--- src/rtl/ptp_ts_pkg.sv ---
package ptp_ts_pkg;
  typedef enum logic [1:0] {
    OUT_NORMAL  = 2'b00,
    OUT_OVERWR  = 2'b01,
    OUT_DISCARD = 2'b10
  } outcome_e;

  localparam int NUM_SLOTS  = 3;   // arrival 0, arrival 1, departure
  localparam int SLOT_DEP   = 2;
  localparam int SLOT_QUAD0 = 2;   // first slot at word 0x08 = quad 2
  localparam int ADDR_CFG0  = 0;
  localparam int ADDR_CFG2  = 2;
endpackage

--- src/rtl/ptp_ts_slot.sv ---
module ptp_ts_slot
  import ptp_ts_pkg::*;
#(
  parameter int REG_W = 16,
  parameter int SEQ_W = 16
) (
  input  logic                 clk,
  input  logic                 rst,
  input  logic                 cap,
  input  logic [2*REG_W-1:0]   cap_time,
  input  logic [SEQ_W-1:0]     cap_seq,
  input  logic                 keep_old,
  input  logic                 host_clr,
  input  logic                 snap_hi,
  output logic                 valid,
  output outcome_e             outcome,
  output logic [2*REG_W-1:0]   time_q,
  output logic [SEQ_W-1:0]     seq_q,
  output logic [REG_W-1:0]     hi_snap
);
  localparam int TIME_W = 2 * REG_W;

  always_ff @(posedge clk) begin
    if (rst) begin
      valid   <= 1'b0;
      outcome <= OUT_NORMAL;
      time_q  <= '0;
      seq_q   <= '0;
      hi_snap <= '0;
    end else begin
      if (snap_hi) hi_snap <= time_q[TIME_W-1:REG_W];
      if (cap && (!valid || host_clr)) begin
        valid   <= 1'b1;
        outcome <= OUT_NORMAL;
        time_q  <= cap_time;
        seq_q   <= cap_seq;
      end else if (cap && keep_old) begin
        outcome <= OUT_DISCARD;
      end else if (cap) begin
        outcome <= OUT_OVERWR;
        time_q  <= cap_time;
        seq_q   <= cap_seq;
      end else if (host_clr) begin
        valid   <= 1'b0;
        outcome <= OUT_NORMAL;
      end
    end
  end

  AST_FIRST_NORMAL: assert property (@(posedge clk) disable iff (rst)
    cap && !valid |=> valid && outcome == OUT_NORMAL && seq_q == $past(cap_seq));
  AST_OVERWRITE_TAKES: assert property (@(posedge clk) disable iff (rst)
    cap && valid && !host_clr && !keep_old |=> outcome == OUT_OVERWR && time_q == $past(cap_time));
  AST_DISCARD_KEEPS: assert property (@(posedge clk) disable iff (rst)
    cap && valid && !host_clr && keep_old |=> outcome == OUT_DISCARD && $stable(time_q) && $stable(seq_q));
  AST_CLEAR_EMPTIES: assert property (@(posedge clk) disable iff (rst)
    host_clr && !cap |=> !valid && outcome == OUT_NORMAL);
  AST_SNAP_STABLE: assert property (@(posedge clk) disable iff (rst)
    !snap_hi |=> $stable(hi_snap));
endmodule

--- src/rtl/ptp_ts_cfg.sv ---
module ptp_ts_cfg (
  input  logic       clk,
  input  logic       rst,
  input  logic       wr_cfg0,
  input  logic       wr_cfg2,
  input  logic [1:0] wbits,
  input  logic       arr_any_valid,
  input  logic       dep_valid,
  output logic       ptp_off,
  output logic       keep_old,
  output logic       arr_irq_en,
  output logic       dep_irq_en,
  output logic       irq
);
  always_ff @(posedge clk) begin
    if (rst) begin
      ptp_off    <= 1'b1;
      keep_old   <= 1'b0;
      arr_irq_en <= 1'b0;
      dep_irq_en <= 1'b0;
      irq        <= 1'b0;
    end else begin
      if (wr_cfg0) {keep_old, ptp_off} <= wbits;
      if (wr_cfg2) {dep_irq_en, arr_irq_en} <= wbits;
      irq <= (arr_irq_en && arr_any_valid) || (dep_irq_en && dep_valid);
    end
  end

  AST_IRQ_MASKED: assert property (@(posedge clk) disable iff (rst)
    !arr_irq_en && !dep_irq_en |=> !irq);
  AST_IRQ_NEEDS_VALID: assert property (@(posedge clk) disable iff (rst)
    !arr_any_valid && !dep_valid |=> !irq);
endmodule

--- src/rtl/ptp_tstamp_bank.sv ---
module ptp_tstamp_bank
  import ptp_ts_pkg::*;
#(
  parameter int REG_W  = 16,
  parameter int SEQ_W  = 16,
  parameter int TYPE_W = 4,
  parameter int ADDR_W = 5
) (
  input  logic                     clk,
  input  logic                     rst,
  input  logic                     reg_wr,
  input  logic                     reg_rd,
  input  logic [ADDR_W-1:0]        reg_addr,
  input  logic [REG_W-1:0]         reg_wdata,
  output logic [REG_W-1:0]         reg_rdata,
  input  logic [(1<<TYPE_W)-1:0]   arr_ptr,
  input  logic                     arr_evt,
  input  logic [TYPE_W-1:0]        arr_type,
  input  logic [2*REG_W-1:0]       arr_time,
  input  logic [SEQ_W-1:0]         arr_seq,
  input  logic                     dep_evt,
  input  logic [2*REG_W-1:0]       dep_time,
  input  logic [SEQ_W-1:0]         dep_seq,
  output logic                     irq
);
  localparam int TIME_W = 2 * REG_W;

  logic ptp_off, keep_old, arr_irq_en, dep_irq_en;
  logic to_slot1;
  logic [NUM_SLOTS-1:0] cap_v, clr_v, snap_v, slot_valid;
  outcome_e             slot_out  [NUM_SLOTS];
  logic [TIME_W-1:0]    slot_time [NUM_SLOTS];
  logic [SEQ_W-1:0]     slot_seq  [NUM_SLOTS];
  logic [REG_W-1:0]     slot_snap [NUM_SLOTS];
  logic [REG_W-1:0]     rd_mux;

  assign to_slot1 = arr_ptr[arr_type];

  ptp_ts_cfg u_cfg (
    .clk          (clk),
    .rst          (rst),
    .wr_cfg0      (reg_wr && reg_addr == ADDR_W'(ADDR_CFG0)),
    .wr_cfg2      (reg_wr && reg_addr == ADDR_W'(ADDR_CFG2)),
    .wbits        (reg_wdata[1:0]),
    .arr_any_valid(slot_valid[0] || slot_valid[1]),
    .dep_valid    (slot_valid[SLOT_DEP]),
    .ptp_off      (ptp_off),
    .keep_old     (keep_old),
    .arr_irq_en   (arr_irq_en),
    .dep_irq_en   (dep_irq_en),
    .irq          (irq)
  );

  for (genvar i = 0; i < NUM_SLOTS; i++) begin : g_slot
    localparam logic [ADDR_W-1:0] BASE = ADDR_W'((SLOT_QUAD0 + i) * 4);
    logic [TIME_W-1:0] in_time;
    logic [SEQ_W-1:0]  in_seq;
    if (i == SLOT_DEP) begin : g_dep
      assign cap_v[i] = dep_evt && !ptp_off;
      assign in_time  = dep_time;
      assign in_seq   = dep_seq;
    end else begin : g_arr
      assign cap_v[i] = arr_evt && !ptp_off && (to_slot1 == (i == 1));
      assign in_time  = arr_time;
      assign in_seq   = arr_seq;
    end
    assign clr_v[i]  = reg_wr && reg_addr == BASE && reg_wdata == '0;
    assign snap_v[i] = reg_rd && reg_addr == BASE + ADDR_W'(1);

    ptp_ts_slot #(.REG_W(REG_W), .SEQ_W(SEQ_W)) u_slot (
      .clk     (clk),
      .rst     (rst),
      .cap     (cap_v[i]),
      .cap_time(in_time),
      .cap_seq (in_seq),
      .keep_old(keep_old),
      .host_clr(clr_v[i]),
      .snap_hi (snap_v[i]),
      .valid   (slot_valid[i]),
      .outcome (slot_out[i]),
      .time_q  (slot_time[i]),
      .seq_q   (slot_seq[i]),
      .hi_snap (slot_snap[i])
    );
  end

  always_comb begin
    rd_mux = '0;
    if (reg_addr == ADDR_W'(ADDR_CFG0)) rd_mux[1:0] = {keep_old, ptp_off};
    if (reg_addr == ADDR_W'(ADDR_CFG2)) rd_mux[1:0] = {dep_irq_en, arr_irq_en};
    for (int i = 0; i < NUM_SLOTS; i++) begin
      if (reg_addr[ADDR_W-1:2] == (ADDR_W-2)'(SLOT_QUAD0 + i)) begin
        case (reg_addr[1:0])
          2'd0: rd_mux = {{(REG_W-3){1'b0}}, slot_out[i], slot_valid[i]};
          2'd1: rd_mux = slot_time[i][REG_W-1:0];
          2'd2: rd_mux = slot_snap[i];
          default: rd_mux = REG_W'(slot_seq[i]);
        endcase
      end
    end
  end

  always_ff @(posedge clk) begin
    if (rst) reg_rdata <= '0;
    else if (reg_rd) reg_rdata <= rd_mux;
  end

  AST_OFF_NO_CAPTURE: assert property (@(posedge clk) disable iff (rst)
    ptp_off && !slot_valid[0] && !slot_valid[SLOT_DEP] |=> !slot_valid[0] && !slot_valid[SLOT_DEP]);
  AST_ROUTE_SLOT0: assert property (@(posedge clk) disable iff (rst)
    arr_evt && !ptp_off && !arr_ptr[arr_type] && !slot_valid[1] |=> !slot_valid[1]);
  AST_ROUTE_SLOT1: assert property (@(posedge clk) disable iff (rst)
    arr_evt && !ptp_off && arr_ptr[arr_type] && !slot_valid[0] |=> !slot_valid[0]);
endmodule

--- config.mk ---
export PLATFORM = sky130hd
export DESIGN_NAME = ptp_tstamp_bank
export DESIGN_NICKNAME = d
export VERILOG_FILES = /design/src/rtl/ptp_ts_pkg.sv /design/src/rtl/ptp_ts_slot.sv /design/src/rtl/ptp_ts_cfg.sv /design/src/rtl/ptp_tstamp_bank.sv
export SDC_FILE = /design/constraint.sdc
export NUM_CORES = 1
export LEC_CHECK = 0
export BUFFER_PORTS_ARGS = -buffer_cell sky130_fd_sc_hd__buf_2
export CAP_MARGIN = 25
export CORE_MARGIN = 10
export CORE_UTILIZATION = 62
export CTS_CLUSTER_SIZE = 24
export DETAILED_ROUTE_END_ITERATION = 10
export GPL_TIMING_DRIVEN = 0
export PLACE_DENSITY = 0.9
export REMOVE_ABC_BUFFERS = 1
export SLEW_MARGIN = 0
export SYNTH_ARGS = -nofsm -noshare
export SYNTH_HDL_FRONTEND = slang
export SYNTH_SLANG_ARGS = --single-unit
--- constraint.sdc ---
create_clock -name clk -period 3.6 [get_ports clk]
set_input_delay 0.18 -clock clk [delete_from_list [all_inputs] [get_ports clk]]
set_output_delay 0.18 -clock clk [all_outputs]
set_load 0.01 [all_outputs]
==> impl_metrics.csv, run 1 <==
group,metric,value,unit
status,status,"finished, final reports clean",
clocking,cts_hold_buf,96,
sta,tightestPinTransition,1.02,ns
worst_setup_path,crit_path_max_fanout,11,
logic_synthesis,ys_seq_area_share,42.5,%
route,vias,8780,
route,drt-pass1-iter-count,5,
sta,period_needed,2.63,ns
worst_setup_path,critPathArrivalTime,3.07,ns
floorplanning,die_y,150,um
power_and_ir_drop,vdd_ir_drop_max,0.442,mV
global_route,grt_pass1_wl,45500,um
global_route,grt_pass1_vias,9273,
finish,seqCellArea,0.00444,mm^2
finish,final_cell_mix,"nand2b_1 (245), dfxtp_1 (222), buf_2 (158)",
finish,diodes,0,
finish,final_common_cell,"nand2b_1",
sta,finalSetupViolCount,0,
sta,slew_viol_final,0,
sta,max_slew_margin,31.8,%
route,drtIter0Drc,696,
clocking,clk_latency,0.52,ns
finish,final.fill_count,1048,
floorplanning,start_util,63.1,%
logic_synthesis,avgSynthCellArea,9.50,um^2
finish,fin_area,0.0130,mm^2
floorplanning,core_area,0.0166,mm^2
worst_setup_path,critPathKind,"in -> reg",
sta,fmax,380,MHz
logic_synthesis,syn_area,0.0105,mm^2
finish,drive_above_1_share,19.5,%
sta,fin_crit_sh,73.0,%
route,route.detailed.wl_per_inst,18.4,um
sta,hold_ws,0.00915,ns
logic_synthesis,synth_top_family_by_area,"simple AND/OR/NAND/NOR gates",
hold_path,worstHoldStart,"arr_time[16]",
finish,synthToLayoutAreaGrowth,24.4,%
floorplanning,die_width,150,um
logic_synthesis,ys_ff_latch,222,
power_and_ir_drop,p_leak,5.08,nW
route,drc,0,
logic_synthesis,synth_cells,1101,
finish,utilization,78.5,%
global_route,overflow,0,
global_route,gr-usage-all-layers,24.3,%
floorplanning,die_area,0.0225,mm^2
worst_setup_path,cp.required,4.04,ns
clocking,htree_levels,1,
power_and_ir_drop,power.density,396,mW/mm^2
sta,fin_skew,0.0138,ns
route,ant_nets,0,
clocking,root_buffer,"clkbuf_16",
hold_path,min_path_type,"in -> reg",
sta,rsz0062_at_grt,"no",
finish,finalNetCount,1450,
finish,final_cell_count_no_fill,1540,
clocking,clk_pin_slew,0.06,ns
global_route,grt_max_degree,177,
clocking,cts_made_buffers,23,
clocking,clock_sinks,222,
floorplanning,rows,47,
place,place_area,0.0114,mm^2
clocking,cts_setup_buffers,0,
place,port_buffers,159,
route,wl,28300,um
global_route,antenna_found_initial,0,
flow_run,max_cap_viol_count,0,
floorplanning,io_pins,160,
worst_setup_path,endpoint_kind,"register",
worst_setup_path,rr_startpoint,"u_cfg.ptp_off",
sta,hold_viol_final,0,
logic_synthesis,synth_compound_area_share,9.37,%
place,gp_congestion,0.838,
logic_synthesis,synth_warnings,0,
logic_synthesis,synth_flop_cell,"dfxtp_1",
logic_synthesis,synth_xor_xnor_area_share,0,%
logic_synthesis,synth_cell_type_count,41,
logic_synthesis,async_flop_share,0,%
worst_setup_path,startpoint,"reg_wdata[0]",
logic_synthesis,synth_edf_count,0,
route,vias_per_cell,5.70,
clocking,cts.path.max_buffers,3,
place,dp_cells,1406,
logic_synthesis,synth-simple-area-share,22.2,%
logic_synthesis,synth_adder_area_share,0,%
place,dp_hpwl,17100,um
logic_synthesis,synthMuxAreaShare,21.6,%
clocking,ctsResizeCount,0,
clocking,cts_tree,"done",
finish,multi_input_area,0.00561,mm^2
worst_setup_path,cp-start-kind,"primary input",
[synth_stat cells (all sizes together) (8+ instances only)]
cell,number,area (um^2)
clkbuf,51,191
mux4,9,203
a21oi,80,400
nand3,8,40.0
mux2,43,484
dfxtp,222,4440
a2111oi,9,78.8
nor2,31,116
nand2b,245,1530
buf,35,265
nand2,117,439
a221oi,13,114
a22oi,26,195
mux2i,157,1570
[kinds of logic (layout without fill, tap and decap cells)]
kind of cell | Yosys count | in the layout
simple gates | 429 | 429
flops | 222 | 222
mux | 209 | 209
compound gates | 154 | 154
buf+inv | 87 | 306
[metal layers]
layer / up-vias / track usage, % / part of all wire (%)
met5: - / 0 / 0
met4: 0 / 7.73 / 2.5
met3: 59 / 5.65 / 7.7
met2: 312 / 43.6 / 50
met1: 4223 / 27.9 / 40
li1: 4186 / - / -
[registers in the layout, indices dropped and copies added, names as in the netlist, 3 cells and up]
register               cells
reg_rdata                 16
g_slot.u_slot.hi_snap     48
g_slot.u_slot.seq_q       48
g_slot.u_slot.time_q      96
g_slot.u_slot.valid        3
g_slot.u_slot.outcome      6
[where the power goes]
part	internal, mW	total, mW	switching, mW	leakage [nW]
sequential	2.47	2.48	0.00983	1.79
combinational	0.235	0.453	0.217	2.95
clock	1.27	2.23	0.958	0.334
total	3.97	5.16	1.19	5.08
[final timing paths]
check | slack, ns | depth (start not counted) | to
hold reg to reg | 0.45 | 2 | g_slot[2].u_slot.hi_snap[13]
setup / recovery | 0.97 | 9 | g_slot[1].u_slot.time_q[24]
hold / removal | 0.009 | 3 | g_slot[0].u_slot.time_q[16]
setup reg to reg | 1.09 | 6 | g_slot[1].u_slot.time_q[24]
[through the flow]
step	worst slack [ns]	setup TNS, ns	power, mW
after floorplan	-1.16	-56.54	2.68
after global placement	-3.07	-355.18	2.89
after detailed placement	0.604	0	2.89
after CTS	1.05	0	5.15
after global routing	0.907	0	5.31
final	0.971	0	5.16
[critical path, cell delays in order]
cell and delay [ns]:
dlygate4sd3_1 0.53, buf_2 0.15, nor4_1 0.25, and3_1 0.27, nand4_1 0.27, a32oi_4 0.79
buf_16 0.23, buf_16 0.16, mux2i_1 0.21
[final cells by class]
type / count / share of cell area [%]
clock buffer: 37 / 5.13
clock inverter: 1 / 0.154
inverter: 1 / 0.0288
multi-input combinational: 792 / 43.1
sequential: 222 / 34.1
tap: 220 / 2.11
timing repair buffer: 267 / 15.4
Note: power is estimated with default switching activity, not from simulation.
==> inputs of run 2 (changes only) <==
CORE_UTILIZATION = 57   (was 62)
PLACE_DENSITY = 0.84   (was 0.9)
clock period = 2.47 ns   (was 3.6 ns; I/O delays follow)
==> run 2 against run 1 <==
- final cell count rose by 1.4%
- non-clock buffer count rose by 6
- first-iteration DRC count is 11% lower
- sequential power is 46% higher
- hold slack better by 0.039 ns
- count of clock-buffer cells in the layout is 1 lower
- global-route usage shrank 1.5 points
- clock power grew 58%
- sequential cell count stayed put
- die area rose by 7.6%
- sequential share of layout area shrank 0.37 points
- combinational power is 47% higher
- critical path type unchanged
- highest routed layer unchanged
==> impl_metrics.csv, run 2 (same netlist as run 1, synthesis figures left out) <==
group,metric,value,unit
worst_setup_path,critPathArrivalTime,2.77,ns
power_and_ir_drop,swShare,22.8,%
floorplanning,rows,49,
power_and_ir_drop,switchingPower,1.78,mW
floorplanning,core_area,0.0180,mm^2
clocking,root_buffer,"clkbuf_16",
route,drtIter0Drc,618,
clocking,clk_pin_slew,0.06,ns
finish,drive_above_1_share,20.6,%
sta,fmax,427,MHz
finish,finalNetCount,1458,
route,drc,0,
clocking,cts.path.max_buffers,3,
sta,tightestPinTransition,0.898,ns
power_and_ir_drop,p_clk_share,45.1,%
clocking,cts_tree,"done",
place,gp_congestion,0.786,
sta,fin_crit_sh,94.9,%
place,dp_hpwl,16900,um
power_and_ir_drop,p_int,6.03,mW
worst_setup_path,critPathBufInv,2,
global_route,antenna_found_initial,3,
worst_setup_path,cp_cell_sequence,"buf_2 -> nor2b_4 -> nand2_1 -> nor3_2 -> buf_6 -> nand2_1 -> a21oi_1",
sta,hold_viol_final,0,
finish,largest_reg_flops,96,
worst_setup_path,max_stage_delay,0.67,ns
floorplanning,die_y,155,um
worst_setup_path,critPathKind,"in -> reg",
clocking,clock_sinks,222,
global_route,gr-usage-all-layers,22.8,%
finish,utilization,73.0,%
route,ant_nets,0,
global_route,overflow,0,
floorplanning,die_area,0.0242,mm^2
flow_run,max_cap_viol_count,0,
sta,max_slew_margin,40.2,%
sta,slew_viol_final,0,
hold_path,min_path_type,"in -> reg",
finish,final_common_cell,"nand2b_1",
clocking,cts_made_buffers,24,
worst_setup_path,cpLargestDelayFamily,"simple AND/OR/NAND/NOR gates",
global_route,grt_pass1_vias,9150,
worst_setup_path,cp.required,2.90,ns
power_and_ir_drop,combPwrFrac,8.6,%
sta,period_needed,2.34,ns
sta,rsz0062_at_grt,"no",
place,port_buffers,159,
route,drt-pass1-iter-count,5,
worst_setup_path,slowest_stage,"nor3_2",
worst_setup_path,crit_path_max_fanout,26,
floorplanning,die_width,155,um
finish,synthToLayoutAreaGrowth,25.8,%
finish,reg.largest.list,"g_slot.u_slot.time_q: 96 flops, g_slot.u_slot.hi_snap: 48 flops, g_slot.u_slot.seq_q: 48 flops",
route,vias_per_cell,5.59,
worst_setup_path,cp-start-kind,"primary input",
route,vias,8730,
floorplanning,start_util,58.1,%
status,status,"finished, final reports clean",
sta,fin_skew,0.0120,ns
power_and_ir_drop,p_leak,5.15,nW
worst_setup_path,endpoint_kind,"register",
global_route,grt_pass1_wl,46000,um
worst_setup_path,crit_path_frequent_cell,"nand2_1",
sta,finalSetupViolCount,0,
clocking,htree_levels,1,
power_and_ir_drop,vdd_ir_drop_max,0.559,mV
floorplanning,io_pins,160,
route,wl,28500,um
global_route,grt_max_degree,172,
finish,regMostFlops,"g_slot.u_slot.time_q",
clocking,clk_latency,0.51,ns
route,route.detailed.wl_per_inst,18.2,um
finish,final_cell_mix,"nand2b_1 (245), dfxtp_1 (222), buf_2 (158)",
sta,hold_ws,0.0481,ns
power_and_ir_drop,power_frac_seq,46.3,%
power_and_ir_drop,power.density,593,mW/mm^2
run 2: changes by cell type in the layout (fill, tap and decap cells not counted), moves of 2 or more:
cell / change
buf_16: -2
buf_4: +6
clkbuf_1: -7
clkbuf_16: +2
clkbuf_8: +4
clkinv_2: +4
diode_2: +3
dlygate4sd3_1: +2
run 2: power by group through the flow:
stage | clock network, mW | logic [mW] | registers [mW]
floorplan | 0 | 0.210 | 3.70
global placement | 0 | 0.518 | 3.69
detailed placement | 0 | 0.525 | 3.69
CTS | 3.56 | 0.651 | 3.61
global route | 3.70 | 0.723 | 3.61
finish | 3.52 | 0.668 | 3.62
run 2: path summary, 6_finish.rpt:
kind,start,end,slack (ns),depth (start not counted)
setup reg to reg,u_cfg.ptp_off,g_slot[1].u_slot.time_q[7],0.22,6
setup / recovery,reg_addr[0],g_slot[0].u_slot.hi_snap[11],0.13,7
hold / removal,dep_evt,g_slot[2].u_slot.valid,0.05,3
hold reg to reg,g_slot[0].u_slot.time_q[31],g_slot[0].u_slot.hi_snap[15],0.44,2
run 2: worst min-delay path, cell delays in order:
cell,delay [ns]
buf_2,0.08
nand2b_1,0.16
a21oi_1,0.16
run 2: area by class of cell:
class	count	area, um^2
Multi-Input combinational cell	793	5620
Fill cell	1250	4860
Sequential cell	222	4440
Timing Repair Buffer	273	2020
Clock buffer	36	747
Tap cell	229	287
Clock inverter	5	31.3
Antenna cell	3	7.51
Inverter	1	3.75
run 2: what timing repair did:
action                                 in CTS  in global routing
setup buffers                               3                  3
endpoints found under the hold margin     148                  0
pin swaps                                   2                  1
resized for setup                           0                  1
hold buffers                               98                  0
cloned                                      1                  0
setup endpoints to repair                  49                  5
run 2: per-stage QoR:
stage	TNS (ns)	std cells	worst slack, ns	total power [mW]	instance area, um^2
after global routing	0	1562	0.0184	8.03	13200
final	0	1562	0.127	7.81	13200
after CTS	0	1556	0.112	7.82	13100
after global placement	-596.99	1403	-4.24	4.21	11100
after detailed placement	-47.76	1413	-0.689	4.22	11300
after floorplan	-175.50	1015	-2.24	3.91	10000
run 2: per-layer routing:
metal	part of all wire, %	track usage, %
met1	41	26.7
met4	3.4	9.27
met2	49	39.8
met3	6.3	4.52
met5	0	0
